`src/rtl/usbp_pkg.sv`:
```
package usbp_pkg;

   localparam int HS_W      = 5;
   localparam int HS_ACK    = 0;
   localparam int HS_NAK    = 1;
   localparam int HS_NYET   = 2;
   localparam int HS_STALL  = 3;
   localparam int HS_XERR   = 4;

   typedef enum logic {
      PS_DO_OUT  = 1'b0,
      PS_DO_PING = 1'b1
   } ping_st_e;

endpackage

```
`src/rtl/usbp_qual.sv`:
```
module usbp_qual #(
   parameter int SPD_W   = 2,
   parameter int SPD_HS  = 2,
   parameter int PID_W   = 2,
   parameter int PID_OUT = 0
) (
   input  logic             qh_intr,
   input  logic             qh_split,
   input  logic [SPD_W-1:0] qh_speed,
   input  logic [PID_W-1:0] qh_pid,
   output logic             qual
);

   localparam logic [SPD_W-1:0] HS_CODE  = SPD_W'(SPD_HS);
   localparam logic [PID_W-1:0] OUT_CODE = PID_W'(PID_OUT);

   logic speed_ok;
   logic pid_ok;

   assign speed_ok = (qh_speed == HS_CODE);
   assign pid_ok   = (qh_pid == OUT_CODE);
   assign qual     = speed_ok & pid_ok & ~qh_intr & ~qh_split;

endmodule

```
`src/rtl/usbp_hs_decode.sv`:
```
module usbp_hs_decode #(
   parameter int HS_W   = 5,
   parameter bit STRICT = 1'b1
) (
   input  logic            hs_vld,
   input  logic [HS_W-1:0] hs_code,
   output logic [HS_W-1:0] ev,
   output logic            ev_vld,
   output logic            bad
);

   logic onehot;

   assign onehot = $onehot(hs_code);
   assign bad    = hs_vld & ~onehot;

   generate
      if (STRICT) begin : g_strict
         assign ev_vld = hs_vld & onehot;
         assign ev     = onehot ? hs_code : '0;
      end else begin : g_lowest
         logic [HS_W-1:0] pick;
         always_comb begin
            pick = '0;
            for (int i = HS_W - 1; i >= 0; i--) begin
               if (hs_code[i]) pick = HS_W'(1) << i;
            end
         end
         assign ev_vld = hs_vld & (|hs_code);
         assign ev     = pick;
      end
   endgenerate

endmodule

```
`src/rtl/usbp_ping_fsm.sv`:
```
module usbp_ping_fsm
   import usbp_pkg::*;
(
   input  logic            clk,
   input  logic            rst,
   input  logic            sw_ping_init,
   input  logic            qh_init,
   input  logic            qtd_load,
   input  logic            qual,
   input  logic            ev_vld,
   input  logic [HS_W-1:0] ev,
   output logic            ping_q,
   output logic            ping_d,
   output logic            halt_q,
   output logic            adv_q,
   output logic            aclr_q
);

   ping_st_e st_q, st_d;
   logic     halt_d, adv_d, aclr_d;
   logic     take;

   assign take = ev_vld & ~halt_q & ~qh_init & ~qtd_load;

   always_comb begin
      st_d   = st_q;
      halt_d = halt_q;
      adv_d  = 1'b0;
      aclr_d = 1'b0;
      if (qh_init) begin
         st_d   = ping_st_e'(sw_ping_init);
         halt_d = 1'b0;
      end else if (qtd_load) begin
         halt_d = 1'b0;
      end else if (take) begin
         if (ev[HS_STALL]) begin
            halt_d = 1'b1;
            aclr_d = 1'b1;
         end else if (!qual) begin
            adv_d = ev[HS_ACK] | ev[HS_NYET];
         end else if (st_q == PS_DO_OUT) begin
            adv_d = ev[HS_ACK] | ev[HS_NYET];
            if (ev[HS_NAK] | ev[HS_NYET] | ev[HS_XERR]) st_d = PS_DO_PING;
         end else begin
            if (ev[HS_ACK]) st_d = PS_DO_OUT;
         end
      end
   end

   always_ff @(posedge clk) begin
      if (rst) begin
         st_q   <= ping_st_e'(sw_ping_init);
         halt_q <= 1'b0;
         adv_q  <= 1'b0;
         aclr_q <= 1'b0;
      end else begin
         st_q   <= st_d;
         halt_q <= halt_d;
         adv_q  <= adv_d;
         aclr_q <= aclr_d;
      end
   end

   assign ping_q = (st_q == PS_DO_PING);
   assign ping_d = (st_d == PS_DO_PING);

   p_stall_halts_r5: assert property (@(posedge clk) disable iff (rst)
      (ev_vld && ev[HS_STALL] && !halt_q && !qh_init && !qtd_load) |=> (halt_q && aclr_q && $stable(st_q)));

   p_halt_frozen_r5: assert property (@(posedge clk) disable iff (rst)
      (halt_q && !qh_init && !qtd_load) |=> ($stable(st_q) && !adv_q && !aclr_q));

   p_unqual_keep_r1: assert property (@(posedge clk) disable iff (rst)
      (!qual && !qh_init) |=> $stable(st_q));

   p_nyet_adv_r3: assert property (@(posedge clk) disable iff (rst)
      (ev_vld && ev[HS_NYET] && qual && st_q == PS_DO_OUT && !halt_q && !qh_init && !qtd_load)
      |=> (adv_q && st_q == PS_DO_PING));

   p_init_load_r8: assert property (@(posedge clk) disable iff (rst)
      qh_init |=> (st_q == ping_st_e'($past(sw_ping_init)) && !halt_q));

   p_reload_keeps_r9: assert property (@(posedge clk) disable iff (rst)
      (qtd_load && !qh_init) |=> ($stable(st_q) && !halt_q));

   p_pulse_excl_r5: assert property (@(posedge clk) disable iff (rst)
      !(adv_q && aclr_q));

endmodule

```
`src/rtl/usbp_ping_ctrl.sv`:
```
module usbp_ping_ctrl #(
   parameter int SPD_W      = 2,
   parameter int SPD_HS     = 2,
   parameter int PID_W      = 2,
   parameter int PID_OUT    = 0,
   parameter bit STRICT_HS  = 1'b1
) (
   input  logic             clk,
   input  logic             rst,
   input  logic             qh_intr,
   input  logic             qh_split,
   input  logic [SPD_W-1:0] qh_speed,
   input  logic [PID_W-1:0] qh_pid,
   input  logic             sw_ping_init,
   input  logic             qh_init,
   input  logic             qtd_load,
   input  logic             hs_vld,
   input  logic [4:0]       hs_code,
   output logic             ping_state,
   output logic             token_ping,
   output logic             xfer_adv,
   output logic             halt,
   output logic             active_clr,
   output logic             code_err
);
   import usbp_pkg::*;

   initial begin
      a_spd_w: assert (SPD_W >= 1 && SPD_HS < (1 << SPD_W));
      a_pid_w: assert (PID_W >= 1 && PID_OUT < (1 << PID_W));
      a_hs_w:  assert (HS_W == 5);
   end

   logic            qual;
   logic [HS_W-1:0] ev;
   logic            ev_vld;
   logic            bad;
   logic            ping_d;
   logic            token_q;
   logic            err_q;

   usbp_qual #(
      .SPD_W   (SPD_W),
      .SPD_HS  (SPD_HS),
      .PID_W   (PID_W),
      .PID_OUT (PID_OUT)
   ) u_qual (
      .qh_intr  (qh_intr),
      .qh_split (qh_split),
      .qh_speed (qh_speed),
      .qh_pid   (qh_pid),
      .qual     (qual)
   );

   usbp_hs_decode #(
      .HS_W   (HS_W),
      .STRICT (STRICT_HS)
   ) u_dec (
      .hs_vld  (hs_vld),
      .hs_code (hs_code),
      .ev      (ev),
      .ev_vld  (ev_vld),
      .bad     (bad)
   );

   usbp_ping_fsm u_fsm (
      .clk          (clk),
      .rst          (rst),
      .sw_ping_init (sw_ping_init),
      .qh_init      (qh_init),
      .qtd_load     (qtd_load),
      .qual         (qual),
      .ev_vld       (ev_vld),
      .ev           (ev),
      .ping_q       (ping_state),
      .ping_d       (ping_d),
      .halt_q       (halt),
      .adv_q        (xfer_adv),
      .aclr_q       (active_clr)
   );

   always_ff @(posedge clk) begin
      if (rst) begin
         token_q <= 1'b0;
         err_q   <= 1'b0;
      end else begin
         token_q <= qual & ping_d;
         err_q   <= bad;
      end
   end

   assign token_ping = token_q;
   assign code_err   = err_q;

   p_token_state_r6: assert property (@(posedge clk) disable iff (rst)
      token_ping |-> ping_state);

   p_unqual_out_r6: assert property (@(posedge clk) disable iff (rst)
      !qual |=> !token_ping);

   p_bad_code_r7: assert property (@(posedge clk) disable iff (rst)
      (hs_vld && !$onehot(hs_code) && !qh_init && !qtd_load && STRICT_HS)
      |=> (code_err && $stable(ping_state) && !xfer_adv && !active_clr));

endmodule

```
`config.mk`:
```
export PLATFORM = sky130hd
export DESIGN_NAME = usbp_ping_ctrl
export DESIGN_NICKNAME = d
export VERILOG_FILES = /design/src/rtl/usbp_pkg.sv /design/src/rtl/usbp_qual.sv /design/src/rtl/usbp_hs_decode.sv /design/src/rtl/usbp_ping_fsm.sv /design/src/rtl/usbp_ping_ctrl.sv
export SDC_FILE = /design/constraint.sdc
export NUM_CORES = 1
export LEC_CHECK = 0
export ABC_AREA = 1
export BUFFER_PORTS_ARGS = -buffer_cell sky130_fd_sc_hd__clkbuf_2
export CAP_MARGIN = 0
export CORE_AREA = 5 5 42 44
export DETAILED_ROUTE_END_ITERATION = 8
export DIE_AREA = 0 0 47 49
export PLACE_DENSITY = 0.68
export SETUP_SLACK_MARGIN = 0.3
export SYNTH_ARGS = -nofsm -noshare
export SYNTH_HDL_FRONTEND = slang
export SYNTH_SLANG_ARGS = --single-unit
```
`constraint.sdc`:
```
create_clock -name clk -period 2.7 [get_ports clk]
set_input_delay 0.135 -clock clk [delete_from_list [all_inputs] [get_ports clk]]
set_output_delay 0.135 -clock clk [all_outputs]
set_load 0.01 [all_outputs]
```
==> metrics.md, run 1 <==
| Metric | Value |
|---|---|
| Overall routing resource usage | 7.76% |
| Worst slew pin tran | 228 ps |
| Routed WL | 826 µm |
| Initial antenna violation count | 0 |
| RSZ-0062 raised after global routing | no |
| Commonest non-fill, non-tap cell in the layout | clkbuf_2 |
| Cells after Synth | 54 |
| Number of fill cells | 159 |
| CP Launch Type | input port |
| Clock skew | 1.05 ps |
| Setup Total Neg Slack | 0 ps |
| Hold_buf cts | 0 |
| Maximum fanout along the worst path | 4 |
| Register area share after synthesis | 30.6% |
| R2R Setup Slk | 1580 ps |
| Dpl ws | 589 ps |
| Core ar. | 1400 µm² |
| CTS tree | built |
| Commonest cells after routing, fill and taps aside | 22 x clkbuf_2, 12 x inv_1, 7 x nand2_1 |
| Synthesized area per cell | 7.28 µm² |
| Max-slew headroom | 84.7% |
| Min cycle time layout | 1860 ps |
| Max clock buf depth | 2 |
| CP arrival | 1990 ps |
| Crit Path Class | in2reg |
| Leakage | 0.291 nW |
| DIE HEIGHT | 49 µm |
| Final period util | 68.7% |
| Distinct cells, synth | 15 |
| Max-slew violations | 0 |
| PortBufs | 22 |
| Vias in the first global route | 350 |
| Post-route ant nets | 0 |
| Pre-Repair DR Iteration Count | 4 |
| Syn_nets | 75 |
| Max-cap violation count | 0 |
| Routed met2 length | 344 µm |
| Tightest Hold Check Type | in2reg |
| First-pass GRT wire length | 1340 µm |
| R2R Path Start | u_fsm.halt_q |
| Die X | 47 µm |
| Row Count | 14 |
| M1 WL | 362 µm |
| Ys Warns | 0 |
| Register area | 120 µm² |
| Worst Path Required | 2840 ps |
| Nets | 102 |
| Crit end category | flop |
| Post-DP HPWL | 734 µm |
| Fraction of layout cells with a size suffix above 1 | 41.8% |
| Clock Tree Root | clkbuf_4 |
| Clock buffers created by TritonCTS | 3 |
| Via count | 394 |
| DRC | 0 |
| Average vias per placed instance | 4.15 |
| Initial Util | 28.0% |
| HP Start | qtd_load |
| Met3 Routed Length | 119 µm |
| Final worst slack | 845 ps |
| Antenna cell count | 0 |
| Synth Register Bits | 6 |
| DR iter-0 viols | 4 |
| Post-cts resize count | 0 |
| Final count of negative-setup-slack endpoints | 0 |
| Largest net degree at the start of global routing | 6 |
| Max VDD drop | 123 µV |
| FMAX | 0.539 GHz |
| WL/cell | 8.69 µm |
| Top layer reached by signal wires | met3 |
| Post-CTS setup buffers | 0 |
| Final Wtd Congestion | 0.670 |
| Final hold viol count | 0 |
| Multi-input combinational cell area | 228 µm² |
| Pwr/cell area | 426 nW/µm² |
| Clock slew at reported path FFs | 40 ps |
| Crit path from | hs_code[2] |
| H-tree depth | 1 |
| Clock sink total | 6 |
| Area Overhead vs Synth | 38.9% |
| Die area | 2300 µm² |
| Status | finished clean |
| Total gr overflow | 0 |
| IO Pins | 23 |
| Skew-Pair Late Insertion Delay | 240 ps |
| Mapped cell area | 393 µm² |
==> through the flow <==
stage | instance area [µm²] | std cells | util [%] | total power [mW] | hold WS (ps)
2_1_floorplan | 393 | 54 | - | 0.130 | 211
3_3_place_gp | 523 | 92 | 37.3 | 0.153 | 329
3_5_place_dp | 523 | 92 | 37.3 | 0.154 | 322
4_1_cts | 546 | 95 | 38.9 | 0.237 | 65.2
5_1_grt | 546 | 95 | 38.9 | 0.248 | 70.4
6_report | 546 | 95 | 38.9 | 0.232 | 72.7
==> flip-flops by register name, summed over array words and instances (netlist names) <==
signal / count
code_err: 1
token_ping: 1
u_fsm.aclr_q: 1
u_fsm.adv_q: 1
u_fsm.halt_q: 1
u_fsm.ping_q: 1
==> Yosys cell counts, drive strengths merged <==
cell     n  share of area [%]
a211oi   1                1.9
a21oi    2                2.5
dfxtp    6                 31
fa       2                 10
ha       2                6.4
inv     12                 11
nand2    9                9.9
nand3    5                7.6
nor2    11                 14
nor4     2                3.2
o21ai    2                2.5
==> path summary, 6_finish.rpt <==
check | to | cells after the start
min reg2reg | u_fsm.adv_q | 1
max reg2reg | u_fsm.ping_q | 8
max | u_fsm.ping_q | 13
min | u_fsm.halt_q | 2
==> critical path, cell delays in order <==
cell and delay, ps:
clkbuf_2 100, ha_1 310, fa_1 380, inv_1 80
fa_1 420, nand3_2 120, inv_1 70, nand3_1 80
nor2_2 40, nor2_1 70, nand2_1 60, nand2_2 70
nand2_1 50
==> cell type report <==
type	count	share of cell area (%)
Inverter	12	8.26
Multi-Input combinational cell	36	41.7
Clock buffer	3	4.13
Sequential cell	6	22.0
Timing Repair Buffer	22	20.2
Tap cell	16	3.67
==> per-layer routing <==
layer / up-vias / global-route usage (%)
met4: 0 / 5.53
li1: 219 / -
met2: 18 / 10.9
met1: 157 / 9.71
met5: - / 0
met3: 0 / 2.21
==> cells by family after synthesis <==
group / synth area share [%]
buf+inv: 11.5
fa+ha+maj: 16.6
simple gates: 34.4
flops: 30.6
compound gates: 7.00
==> report_power, final <==
group / switching (mW) / leakage (nW) / internal, mW / total, mW
Sequential: 0.00199 / 0.0489 / 0.0922 / 0.0942
Combinational: 0.0322 / 0.228 / 0.0252 / 0.0574
Clock: 0.0306 / 0.0138 / 0.0501 / 0.0808
Total: 0.0648 / 0.291 / 0.168 / 0.232
Power figures use the tool's default switching activity.
==> run 2: changes to the inputs <==
--- a/config.mk
+++ b/config.mk
@@ -5,7 +5,7 @@
 export SDC_FILE = /design/constraint.sdc
 export NUM_CORES = 1
 export LEC_CHECK = 0
-export ABC_AREA = 1
+export ABC_AREA = 0
 export BUFFER_PORTS_ARGS = -buffer_cell sky130_fd_sc_hd__clkbuf_2
 export CAP_MARGIN = 0
 export CORE_AREA = 5 5 42 44
==> constraint.sdc (replaced) <==
create_clock -name clk -period 1.6 [get_ports clk]
set_input_delay 0.08 -clock clk [delete_from_list [all_inputs] [get_ports clk]]
set_output_delay 0.08 -clock clk [all_outputs]
set_load 0.01 [all_outputs]
==> run 2 against run 1 <==
Sequential power increased by 69%. Register-to-register slack got worse by 1600 ps. Via count increased by 8.6%. Clock skew increased by 0.80 ps. Sequential share of layout area decreased by 4.1 points. Synthesized cell count decreased by 26%. Worst hold slack got worse by 44 ps. First-iteration DRC count increased by 25%. Worst setup slack got worse by 950 ps. Clock power increased by 68%. Power increased by 85%. The flow now finishes with violations (negative setup slack).
==> metrics.md, run 2 <==
| Metric | Value |
|---|---|
| Antenna cell count | 0 (unchanged) |
| Placed Cells | 82 (-11%) |
| Area Overhead vs Synth | 81.1% |
| Pre-Repair DR Iteration Count | 2 (-2) |
| Synth Area in Adders | 17.6% (+1.0 points) |
| Fraction of layout cells with a size suffix above 1 | 61.6% (+20 points) |
| Area leader, netlist | dfxtp_1 |
| Core ar. | 1400 µm² (unchanged) |
| Switching fraction of total power | 26.4% (-1.5 points) |
| CTS tree | built |
| Crit end category | flop |
| Pwr/cell area | 642 nW/µm² (+51%) |
| Final count of negative-setup-slack endpoints | 3 (+3) |
| Max clock buf depth | 2 (unchanged) |
| CP arrival | 1880 ps (-110 ps) |
| Commonest cells post-synth | 6 x dfxtp_1, 6 x inv_1, 5 x nor2_1, 3 x a21oi_1 |
| First-pass GRT wire length | 1530 µm (+14%) |
| Initial Util | 26.4% (-1.6 points) |
| Clock slew at reported path FFs | 40 ps (about the same) |
| Failing checks | negative setup slack |
| Routed WL | 1030 µm (+24%) |
| Clock network fraction of total power | 31.5% (-3.3 points) |
| Compound-Gate Fraction of Synth Area | 12.2% (+5.2 points) |
| Setup Total Neg Slack | -284 ps (-284 ps) |
| Crit-path leading delay family | adder cells |
| Syn_nets | 61 (-19%) |
| XOR/XNOR Fraction of Synth Area | 0% (unchanged) |
| Hold WS | 29.0 ps (-43.7 ps) |
| Proportion of synthesized area in mux cells | 0% (unchanged) |
| Min cycle time layout | 1710 ps |
| DR iter-0 viols | 5 (+1) |
| IO Pins | 23 (unchanged) |
| Max VDD drop | 227 µV (+84%) |
| Clock buffers created by TritonCTS | 3 (unchanged) |
| Clock Tree Root | clkbuf_4 |
| Total gr overflow | 0 (unchanged) |
| Worst Path Required | 1770 ps (-1070 ps) |
| Final worst slack | -109 ps (-953 ps) |
| Die area | 2300 µm² (unchanged) |
| H-tree depth | 1 (unchanged) |
| Largest net degree at the start of global routing | 5 (-1) |
| Hold_buf cts | 0 (unchanged) |
| Via count | 428 (+8.6%) |
| Commonest cells after routing, fill and taps aside | 18 x clkbuf_2, 8 x buf_4, 6 x dfxtp_1 |
| Max-cap violation count | 0 (unchanged) |
| Crit Path Class | in2reg |
| Max-slew violations | 0 (unchanged) |
| Synth Area in Simple Gates | 31.8% (-2.6 points) |
| Worst path slowest cell | fa_1 |
| Die X | 47 µm (unchanged) |
| Vias in the first global route | 414 (+18%) |
| Final Core Density | 47.9% (+8.9 points) |
| DIE HEIGHT | 49 µm (unchanged) |
| Clock sink total | 6 (unchanged) |
| Yosys top cell area share | 32.4% (+1.9 points) |
| PortBufs | 22 (unchanged) |
| RSZ-0062 raised after global routing | yes |
| Cells after Synth | 40 (-26%) |
| Post-DP HPWL | 860 µm (+17%) |
| Combinational power share | 31.6% (+6.9 points) |
| Largest family of logic cells by synthesized area | simple AND/OR/NAND/NOR gates |
| Skew-Pair Late Insertion Delay | 240 ps (about the same) |
| Seq pwr share | 36.9% (-3.6 points) |
| WL/cell | 11.5 µm (+33%) |
| CP Cell Sequence | buf_6 > ha_4 > fa_2 > inv_2 > fa_1 > nand4b_1 > buf_4 > nor4_4 > a2bb2oi_2 > a21oi_1 |
| Overall routing resource usage | 9.68% (+1.9 points) |
| Post-synth EDFFs | 0 (unchanged) |
| Nets | 96 (-5.9%) |
| Status | finished, violations left |
| Pint | 0.317 mW (+89%) |
| Worst Path Buf+Inv | 3 (unchanged) |
| Final Wtd Congestion | 0.663 (-0.97%) |
| Top cells by area, synth | dfxtp_1 32%, fa_1 11%, or4b_4 7.4%, ha_1 6.8%, inv_1 6.1% |
| Mapped cell area | 370 µm² (-5.7%) |
| Synth Register Bits | 6 (unchanged) |
| R2R Setup Slk | 20 ps (-1560 ps) |
| Critical path's largest stage delay | 490 ps (+70 ps) |
| Final hold viol count | 0 (unchanged) |
| Layout Cells excl Fill | 89 (-6.3%) |
| Ys Warns | 0 (unchanged) |
| Max-slew headroom | 83.1% (-1.5 points) |
| Number of fill cells | 159 (unchanged) |
| DRC | 0 (unchanged) |
| Final period util | 107% |
| Clock skew | 1.85 ps (+0.802 ps) |
| FMAX | 0.585 GHz |
| Initial antenna violation count | 0 (unchanged) |
| Distinct cells, synth | 19 (+4) |
| Net Sw Power | 0.114 mW (+75%) |
| Async S/R FF share, synth | 0% (unchanged) |
| CP Launch Type | input port |
| Top FF cell, synth | dfxtp_1 |
| Post-route ant nets | 0 (unchanged) |
| Leakage | 0.315 nW (+8.3%) |
| Maximum fanout along the worst path | 3 (-1) |
| Worst slew pin tran | 251 ps (+22.8 ps) |
| Register area share after synthesis | 32.4% (+1.9 points) |
| Row Count | 14 (unchanged) |
| Average vias per placed instance | 4.81 (+16%) |
| Tightest Hold Check Type | in2reg |
| Synthesized area per cell | 9.26 µm² (+27%) |
| Commonest non-fill, non-tap cell in the layout | clkbuf_2 |
==> run 2: changes by cell type in the layout (fill, tap and decap cells not counted), moves of 3 or more <==
| cell | previous run | this run |
|---|---|---|
| buf_4 | 0 | 8 |
| clkbuf_2 | 22 | 18 |
| inv_1 | 12 | 5 |
| nand2_1 | 7 | 0 |
| nand3_1 | 4 | 1 |
| nor2_2 | 5 | 0 |
==> run 2: routing by layer <==
layer,track usage [%],wire [µm],part of all wire [%]
met1,10.2,375,37
met4,8.29,9,0.88
met2,14.5,575,56
met3,3.32,66,6.4
met5,0,0,0
==> run 2: cells by family after synthesis <==
family,Yosys count
simple gates,17
buf+inv,6
fa+ha+maj,4
compound gates,7
flops,6
==> run 2: path summary, 6_finish.rpt <==
check                  to         start  cells after the start
max          u_fsm.ping_q    hs_code[2]                     10
min          u_fsm.halt_q      qtd_load                      2
max reg2reg  u_fsm.ping_q  u_fsm.halt_q                      4
min reg2reg   u_fsm.adv_q  u_fsm.ping_q                      1
==> run 2: power groups by stage <==
stage	combinational, mW	clock (mW)	sequential, mW
after floorplan	0.0530	0	0.163
after global placement	0.0998	0	0.161
after detailed placement	0.104	0	0.161
after CTS	0.127	0.143	0.158
after global routing	0.150	0.159	0.159
final	0.136	0.136	0.159
==> run 2: final cells by class <==
| type | count | area (µm²) | area share, % |
|---|---|---|---|
| inverters | 6 | 22.5 | 3.36 |
| well taps | 16 | 20.0 | 2.99 |
| flip-flops and latches | 6 | 120 | 17.9 |
| clock buffers | 3 | 22.5 | 3.36 |
| multi-input cells | 28 | 283 | 42.2 |
| repair buffers | 30 | 203 | 30.2 |
==> run 2: through the flow <==
stage | power, mW | setup WS [ps] | cell area (µm²)
6_report | 0.431 | -109 | 671
5_1_grt | 0.469 | -187 | 671
3_3_place_gp | 0.261 | -363 | 558
4_1_cts | 0.429 | -136 | 642
3_5_place_dp | 0.266 | -443 | 558
2_1_floorplan | 0.216 | -147 | 398
==> run 2: repair_timing <==
action	in CTS	in global routing
buffers inserted	3	1
cloned	0	0
pin swaps	8	2
endpoints found under the setup margin	6	6
resized for setup	6	9
